### config.mk
export PLATFORM = sky130hd
export DESIGN_NAME = gpio_bank
export DESIGN_NICKNAME = d
export VERILOG_FILES = /design/src/rtl/gpio_bank_pkg.sv /design/src/rtl/gpio_sync.sv /design/src/rtl/gpio_port_slice.sv /design/src/rtl/gpio_wake.sv /design/src/rtl/gpio_bank.sv
export SDC_FILE = /design/constraint.sdc
export NUM_CORES = 1
export LEC_CHECK = 0
export BUFFER_PORTS_ARGS = -buffer_cell sky130_fd_sc_hd__buf_2
export CORE_MARGIN = 2
export CORE_UTILIZATION = 55
export CTS_CLUSTER_DIAMETER = 30
export DETAILED_ROUTE_END_ITERATION = 16
export GPL_ROUTABILITY_DRIVEN = 0
export PLACE_DENSITY = 0.8
export SLEW_MARGIN = 15
export SYNTH_ARGS = -nofsm -noshare
export SYNTH_HDL_FRONTEND = slang
export SYNTH_HIERARCHICAL = 1
export SYNTH_SLANG_ARGS = --single-unit
export TNS_END_PERCENT = 20
### constraint.sdc
create_clock -name clk -period 2.95 [get_ports clk]
set_input_delay 0.7375 -clock clk [delete_from_list [all_inputs] [get_ports clk]]
set_output_delay 0.7375 -clock clk [all_outputs]
set_load 0.05 [all_outputs]
### src/rtl/gpio_bank_pkg.sv
package gpio_bank_pkg;
  typedef enum logic [2:0] {
    OP_READ  = 3'd0,
    OP_WRITE = 3'd1,
    OP_SET   = 3'd2,
    OP_CLR   = 3'd3,
    OP_CPL   = 3'd4
  } gpio_op_e;

  function automatic logic is_modify(input logic [2:0] op);
    return (op == OP_WRITE) || (op == OP_SET) || (op == OP_CLR) || (op == OP_CPL);
  endfunction
endpackage

### src/rtl/gpio_sync.sv
module gpio_sync #(
  parameter int W = 8
) (
  input  logic         clk,
  input  logic         rst_n,
  input  logic [W-1:0] din,
  output logic [W-1:0] dout
);
  logic [W-1:0] stage1;

  always_ff @(posedge clk or negedge rst_n) begin
    if (!rst_n) begin
      stage1 <= '0;
      dout   <= '0;
    end else begin
      stage1 <= din;
      dout   <= stage1;
    end
  end
endmodule

### src/rtl/gpio_port_slice.sv
module gpio_port_slice #(
  parameter int PORT_W = 8
) (
  input  logic              clk,
  input  logic              rst_n,
  input  logic              data_we,
  input  logic              dir_we,
  input  logic [PORT_W-1:0] wval,
  input  logic [PORT_W-1:0] pad_sync,
  output logic [PORT_W-1:0] dir_q,
  output logic [PORT_W-1:0] view,
  output logic [PORT_W-1:0] oe,
  output logic [PORT_W-1:0] dout
);
  logic [PORT_W-1:0] latch_q;

  always_ff @(posedge clk or negedge rst_n) begin
    if (!rst_n) begin
      latch_q <= '1;
      dir_q   <= '1;
    end else begin
      if (data_we) latch_q <= wval;
      if (dir_we)  dir_q   <= wval;
    end
  end

  // inputs show the pad, outputs show the latch
  assign view = (dir_q & pad_sync) | (~dir_q & latch_q);
  assign oe   = ~dir_q;
  assign dout = latch_q;
endmodule

### src/rtl/gpio_wake.sv
module gpio_wake #(
  parameter int W = 8
) (
  input  logic         clk,
  input  logic         rst_n,
  input  logic         sleep,
  input  logic [W-1:0] pad_sync,
  input  logic [W-1:0] dir,
  output logic         wake
);
  logic [W-1:0] snap;

  always_ff @(posedge clk or negedge rst_n) begin
    if (!rst_n) begin
      snap <= '0;
      wake <= 1'b0;
    end else begin
      if (!sleep) snap <= pad_sync;
      wake <= sleep && (|((pad_sync ^ snap) & dir));
    end
  end
endmodule

### src/rtl/gpio_bank.sv
module gpio_bank
  import gpio_bank_pkg::*;
#(
  parameter int NUM_PORTS = 3,
  parameter int PORT_W    = 8,
  parameter int WAKE_PORT = 0,
  parameter int PWM_PORT  = 2,
  parameter int PWM_LO    = 2,
  parameter int PWM_HI    = 3,
  localparam int PIDX_W   = (NUM_PORTS > 1) ? $clog2(NUM_PORTS) : 1,
  localparam int ADDR_W   = PIDX_W + 1,
  localparam int BIT_W    = (PORT_W > 1) ? $clog2(PORT_W) : 1,
  localparam int TOT_W    = NUM_PORTS * PORT_W
) (
  input  logic              clk,
  input  logic              rst_n,
  input  logic              cpu_en,
  input  logic [2:0]        cpu_op,
  input  logic [ADDR_W-1:0] cpu_addr,
  input  logic [BIT_W-1:0]  cpu_bit,
  input  logic [PORT_W-1:0] cpu_wdata,
  output logic [PORT_W-1:0] cpu_rdata,
  output logic              cpu_rvalid,
  input  logic [TOT_W-1:0]  pad_in,
  output logic [TOT_W-1:0]  pad_oe,
  output logic [TOT_W-1:0]  pad_out,
  input  logic              sleep,
  output logic              wake,
  input  logic              pwm_en,
  input  logic [1:0]        pwm_in
);
  logic [TOT_W-1:0]  pad_sync;
  logic [TOT_W-1:0]  dout_all;
  logic [PORT_W-1:0] dir_a  [NUM_PORTS];
  logic [PORT_W-1:0] view_a [NUM_PORTS];
  logic [NUM_PORTS-1:0] data_we, dir_we;

  logic [PIDX_W-1:0] sel_port;
  logic              sel_dir, in_range, do_mod;
  logic [PORT_W-1:0] cur, nxt, bit_mask;

  gpio_sync #(.W(TOT_W)) i_sync (
    .clk(clk), .rst_n(rst_n), .din(pad_in), .dout(pad_sync)
  );

  assign sel_port = cpu_addr[ADDR_W-1:1];
  assign sel_dir  = cpu_addr[0];
  assign in_range = ({1'b0, sel_port} < (PIDX_W+1)'(NUM_PORTS));
  assign do_mod   = cpu_en && in_range && is_modify(cpu_op);
  assign bit_mask = PORT_W'(1) << cpu_bit;

  always_comb begin
    cur = '0;
    for (int p = 0; p < NUM_PORTS; p++) begin
      if (in_range && sel_port == PIDX_W'(p))
        cur = sel_dir ? dir_a[p] : view_a[p];
    end
  end

  always_comb begin
    case (cpu_op)
      OP_WRITE: nxt = cpu_wdata;
      OP_SET:   nxt = cur | bit_mask;
      OP_CLR:   nxt = cur & ~bit_mask;
      OP_CPL:   nxt = ~cur;
      default:  nxt = cur;
    endcase
  end

  for (genvar p = 0; p < NUM_PORTS; p++) begin : g_port
    assign data_we[p] = do_mod && (sel_port == PIDX_W'(p)) && !sel_dir;
    assign dir_we[p]  = do_mod && (sel_port == PIDX_W'(p)) && sel_dir;

    gpio_port_slice #(.PORT_W(PORT_W)) i_slice (
      .clk      (clk),
      .rst_n    (rst_n),
      .data_we  (data_we[p]),
      .dir_we   (dir_we[p]),
      .wval     (nxt),
      .pad_sync (pad_sync[p*PORT_W +: PORT_W]),
      .dir_q    (dir_a[p]),
      .view     (view_a[p]),
      .oe       (pad_oe[p*PORT_W +: PORT_W]),
      .dout     (dout_all[p*PORT_W +: PORT_W])
    );
  end

  always_comb begin
    pad_out = dout_all;
    if (pwm_en) begin
      pad_out[PWM_PORT*PORT_W + PWM_LO] = pwm_in[0];
      pad_out[PWM_PORT*PORT_W + PWM_HI] = pwm_in[1];
    end
  end

  always_ff @(posedge clk or negedge rst_n) begin
    if (!rst_n) begin
      cpu_rdata  <= '0;
      cpu_rvalid <= 1'b0;
    end else begin
      cpu_rvalid <= cpu_en && (cpu_op == OP_READ);
      if (cpu_en && cpu_op == OP_READ) cpu_rdata <= cur;
    end
  end

  gpio_wake #(.W(PORT_W)) i_wake (
    .clk      (clk),
    .rst_n    (rst_n),
    .sleep    (sleep),
    .pad_sync (pad_sync[WAKE_PORT*PORT_W +: PORT_W]),
    .dir      (dir_a[WAKE_PORT]),
    .wake     (wake)
  );
endmodule

# After elaboration in Yosys (flattened, before gate mapping)
# Index checks and enable logic that the tools add are counted.
# totals
register_bits	114
latch_bits	0
ramBits	0
mem_bits_ro	0
word_cells	69
n_memories	0
# op_classes
addsub	0
n_mul	0
div	0
magnitude_cmp	1
eq_ne	6
shifts	1
n_mux	8
bitwise_logic	18
n_reduce_logical	23
# op_table
cell	count
8-bit bitwise AND	8
8-bit 2-to-1 mux	6
8-bit inverter	5
8-bit OR	4
8-bit case mux with 4 select lines	1
1-bit logical AND	16
8-bit OR reduction	1
1-bit by 3-bit << shifter with 8-bit output, first input constant	1
8-bit XOR	1
3-bit by 2-bit equality test with 1-bit output, second input constant	2
3-bit by 1-bit equality test with 1-bit output, second input constant	1
3-bit equality test, second input constant	1
3-bit zero test	1
1-bit logical OR	3
2-bit by 1-bit equality test with 1-bit output, second input constant	1
2-bit equality test, second input constant	1
2-bit zero test	1
2-bit < comparator, second input constant	1
2-bit 2-to-1 mux	1
1-bit zero test	1

# Logic depth before layout (Yosys ltp)
# depth
word_depth	9
depth_mapped	8

# Hierarchy
# Netlist, hierarchy kept.
# modules_own_cells
mod	n_inst	cells_per_inst	area_per_inst_um2	seq_area_each_um2
gpio_port_slice	3	50	803.3	420.4
gpio_bank	1	186	1368.8	225.2
gpio_sync	1	48	1201.2	1201.2
gpio_wake	1	32	440.4	225.2

# Least setup slack after synthesis
# OpenSTA, ideal clock, no wires.
# synth_path
kind	input -> register
from	in cpu_addr[0]
to	reg g_port[0].i_slice.dir_q[0]
t_arrival_ps	2278
setup_slack_ps	589
cell_stages	7
path_buffers	1
path_cell_list	buf_6 > mux2_4 > a222oi_1 > a32oi_1 > a21oi_1 > o21ai_1 > mux2_4
# synth_between
elab_chain_len	6
word_cells_on_any_way	11
cone_classes	mux: 7; bitwise: 3; reduce/logical: 1
# synth_rtl
item	line_no	source
start, declared	gpio_bank.sv:19	input logic [ADDR_W-1:0] cpu_addr,
8-bit 2-to-1 mux	gpio_bank.sv:56	cur = sel_dir ? dir_a[p] : view_a[p];
8-bit 2-to-1 mux (2 in series)	gpio_bank.sv:55	if (in_range && sel_port == PIDX_W'(p))
8-bit 2-to-1 mux *	gpio_bank.sv:55	
8-bit bitwise AND (tied with other cells)	gpio_bank.sv:64	OP_CLR: nxt = cur & ~bit_mask;
8-bit case mux with 4 select lines *	gpio_bank.sv:61	case (cpu_op)
via nxt[0]	gpio_bank.sv:40	logic [PORT_W-1:0] cur, nxt, bit_mask;
end signal, assigned	gpio_port_slice.sv:23	if (dir_we) dir_q <= wval;
end, declared	gpio_port_slice.sv:10	output logic [PORT_W-1:0] dir_q,
# The timed path passes the listed nets; every way through them passes the cells marked *.
# A chain may end at the register's enable or synchronous reset.

==> summary.txt <==
Synth
  – Yosys top cell by area: dfrtp_1
  – Synth Register Bits: 114
  – Multiplexer share of the synthesized area: 0.256
  – Ys Warns: 6
  – Sequential area share after synthesis: 0.537
  – Post-Syn Instances: 416
  – Syn avg cell area: around 13 um^2
  – Largest family of logic cells by synthesized area: multiplexers
  – Prevailing post-synth register cell: dfrtp_1
  – FFs w/ async S/R, synth: 1.00
  – Distinct cells, synth: 44
  – Mapped cell area: 0.00542 mm^2
  – Syn_nets: 464
  – Adder-Cell Fraction of Synth Area: 0
  – Synth Area in Compound Gates: 0.0921
  – Simple-gate portion of the synthesized area: 0.0563
  – Share of the synthesized area in the top cell type: 0.305
  – Post-synthesis xor/xnor area fraction: 0.0129
  – Post-synth EDFFs: 0
  – Cell with the most instances after synthesis: dfrtp_1
  – Top cells by area, synth: dfrtp_1, dfstp_2, mux2_4
  – Post-synth top cells: dfrtp_1, mux2_4, dfstp_2, mux2_2, nor2_1

Hold path
  – Hold Crit Class: in2async

Clocking
  – Setup bufs post-CTS: 0
  – CTS resizes: 0
  – CTS Sinks: 114
  – Num CTS Buffers: 17
  – Maximum clock path buffer count: 2
  – TritonCTS clock tree: done
  – Clock-pin slew on the worst setup and hold paths: 0.06 ns
  – Skew-Pair Late Insertion Delay: 0.53 ns
  – Clock root buffer: clkbuf_8
  – Htree depth: 4
  – CTS hold repair buffers: 0

Critical path
  – Critical path arrival: 3.12 ns
  – CP Class: reg2reg
  – Reg2Reg Launch Point: g_port[0].i_slice/dir_q[0]
  – Flop-to-flop setup slack: 0.29 ns
  – CP endpoint kind: flip-flop
  – Critical Path Fanout Max: 6
  – Reg2Reg Depth: 8
  – CP startpoint kind: flip-flop
  – Required @ worst endpoint: 3.40 ns
  – Worst reg2reg path endpoint: g_port[2].i_slice/dout[0]

GRT
  – GR peak layer: met2
  – Number of antenna violations at the first check in global routing: 0
  – GRT overflow: 0
  – Largest net degree at the start of global routing: 49
  – GR met3 Demand/Resource: 0.0699
  – Met2 Use GR: 0.417
  – Grt met1 use: 0.334
  – Vias in the first global route: 3,864
  – First-pass GRT wire length: just over 20,000 um
  – Gr usage total: 0.262

Drt
  – Drt first pass iters: 7
  – Via count: 3,921
  – # DRC: 0
  – DRT antenna net count: 0
  – Via-to-Cell Ratio: 5.69
  – 1st-iter DRT viols: 490
  – Total routed wirelength: 13,400 um
  – Wire per inst: 19.4 um

Cells and area
  – Final net count: 591
  – Layout cells sized above 1: 0.531
  – Antenna diodes: 0
  – Synthesis-to-layout area growth: 24.3%
  – Final non-filler cell area: 0.00674 mm^2

Power
  – Worst VDD drop: 605 uV
  – Leakage: 0.00304 uW
  – Final Power: 6520 uW
  – PD cells: 967 mW/mm^2

Timing
  – Fin. Hold Viols: 0
  – Slew Viols, Final: 0
  – RSZ-0062 raised after global routing: false
  – Worst-margin pin slew: 0.739 ns
  – Fmax: 376 MHz
  – Setup ws final: 0.287 ns
  – Hold_ws: about 0.21 ns
  – Post-route minimum period: 2.66 ns
  – Slew HR: 0.506
  – Part of the cycle the worst path needs: 0.903
  – Clock Skews: 0.00657 ns
  – Setup TNS: 0 ns
  – Final setup viols: 0

Job
  – Max_cap viols: 0

Die
  – Core area: 0.00968 mm^2
  – Number of I/O pins: 106
  – Die width: between 100 and 150 um
  – Standard-cell rows: 36
  – DIE HEIGHT: 103 um
  – Initial core utilization: 0.560
  – Die ar.: 0.0107 mm^2

Outcome
  – Status: finished clean

Placed design
  – HPWL after detailed placement: 9260 um
  – Area of placed instances: 0.00617 mm^2
  – Port buffer count: around 110
  – Pre-CTS setup slack: 0.0413 ns
[worst max-delay path by stage]
stage	to	slack, ns	depth (start not counted)	from
2_1_floorplan	g_port[0].i_slice/dir_q[0]	0.59	7	cpu_addr[0]
3_3_place_gp	g_port[1].i_slice/dir_q[6]	0.1	8	cpu_addr[0]
3_5_place_dp	g_port[0].i_slice/dir_q[6]	0.04	8	cpu_addr[0]
4_1_cts	g_port[2].i_slice/dout[0]	0.35	8	g_port[0].i_slice/dir_q[0]
5_1_grt	g_port[2].i_slice/dout[0]	0.22	8	g_port[0].i_slice/dir_q[0]
6_report	g_port[2].i_slice/dout[0]	0.29	8	g_port[0].i_slice/dir_q[0]
[power breakdown]
group | leakage [uW] | switching, uW | internal, uW | total, uW
Combinational | 0.00150 | 1460 | 817 | 2270
Sequential | 0.00127 | 291 | 2010 | 2300
Clock | 0.000260 | 699 | 1240 | 1940
[area by class of cell]
class	instances	area, um^2
flip-flops and latches	114	2910
fillers	685	2950
multi-input cells	254	2260
inverters	28	105
clock buffers	23	457
clock inverters	9	111
well taps	133	166
repair buffers	128	726
[cells in the final DEF, fill, tap and decap left out, drive strengths merged, types with 8 or more instances in the layout]
master / n
buf: 128
mux2: 89
dfrtp: 66
dfstp: 48
nor2: 30
inv: 27
clkbuf: 23
mux2i: 20
nand2: 15
a21oi: 15
o21ai: 11
o22ai: 10
xor2: 8
[cell families after synthesis]
family / count (synthesis)
AOI/OAI and AO/OA: 71
xor gates and xnor gates: 8
buffers and inverters: 48
DFF: 114
muxes: 109
and+or+nand+nor: 66
[registers in the layout, indices dropped and copies added, names as in the netlist]
name	flops
i_sync/stage1	24
i_wake/snap	8
cpu_rvalid	1
cpu_rdata	8
i_sync/dout	24
i_wake/wake	1
g_port.i_slice/dir_q	24
g_port.i_slice/dout	24
[through the flow]
step                cells  utilization
floorplan             416            -
global placement      657        0.637
detailed placement    657        0.637
CTS                   689        0.696
global route          689        0.696
finish                689        0.696
[routing by layer]
metal | up-vias | share of wire
li1 | 1743 | -
met1 | 1907 | 0.41
met2 | 218 | 0.49
met3 | 53 | 0.066
met4 | 0 | 0.035
met5 | - | 0
[critical path, cell delays in order, from the launching register on]
cell      delay [ns]
dfstp_2         0.59
mux2_2          0.36
mux2_4          0.29
a222oi_1        0.33
buf_4           0.19
a32oi_1         0.09
a21oi_1         0.16
o21ai_1         0.22
mux2_4          0.34
Power figures use the tool's default switching activity.
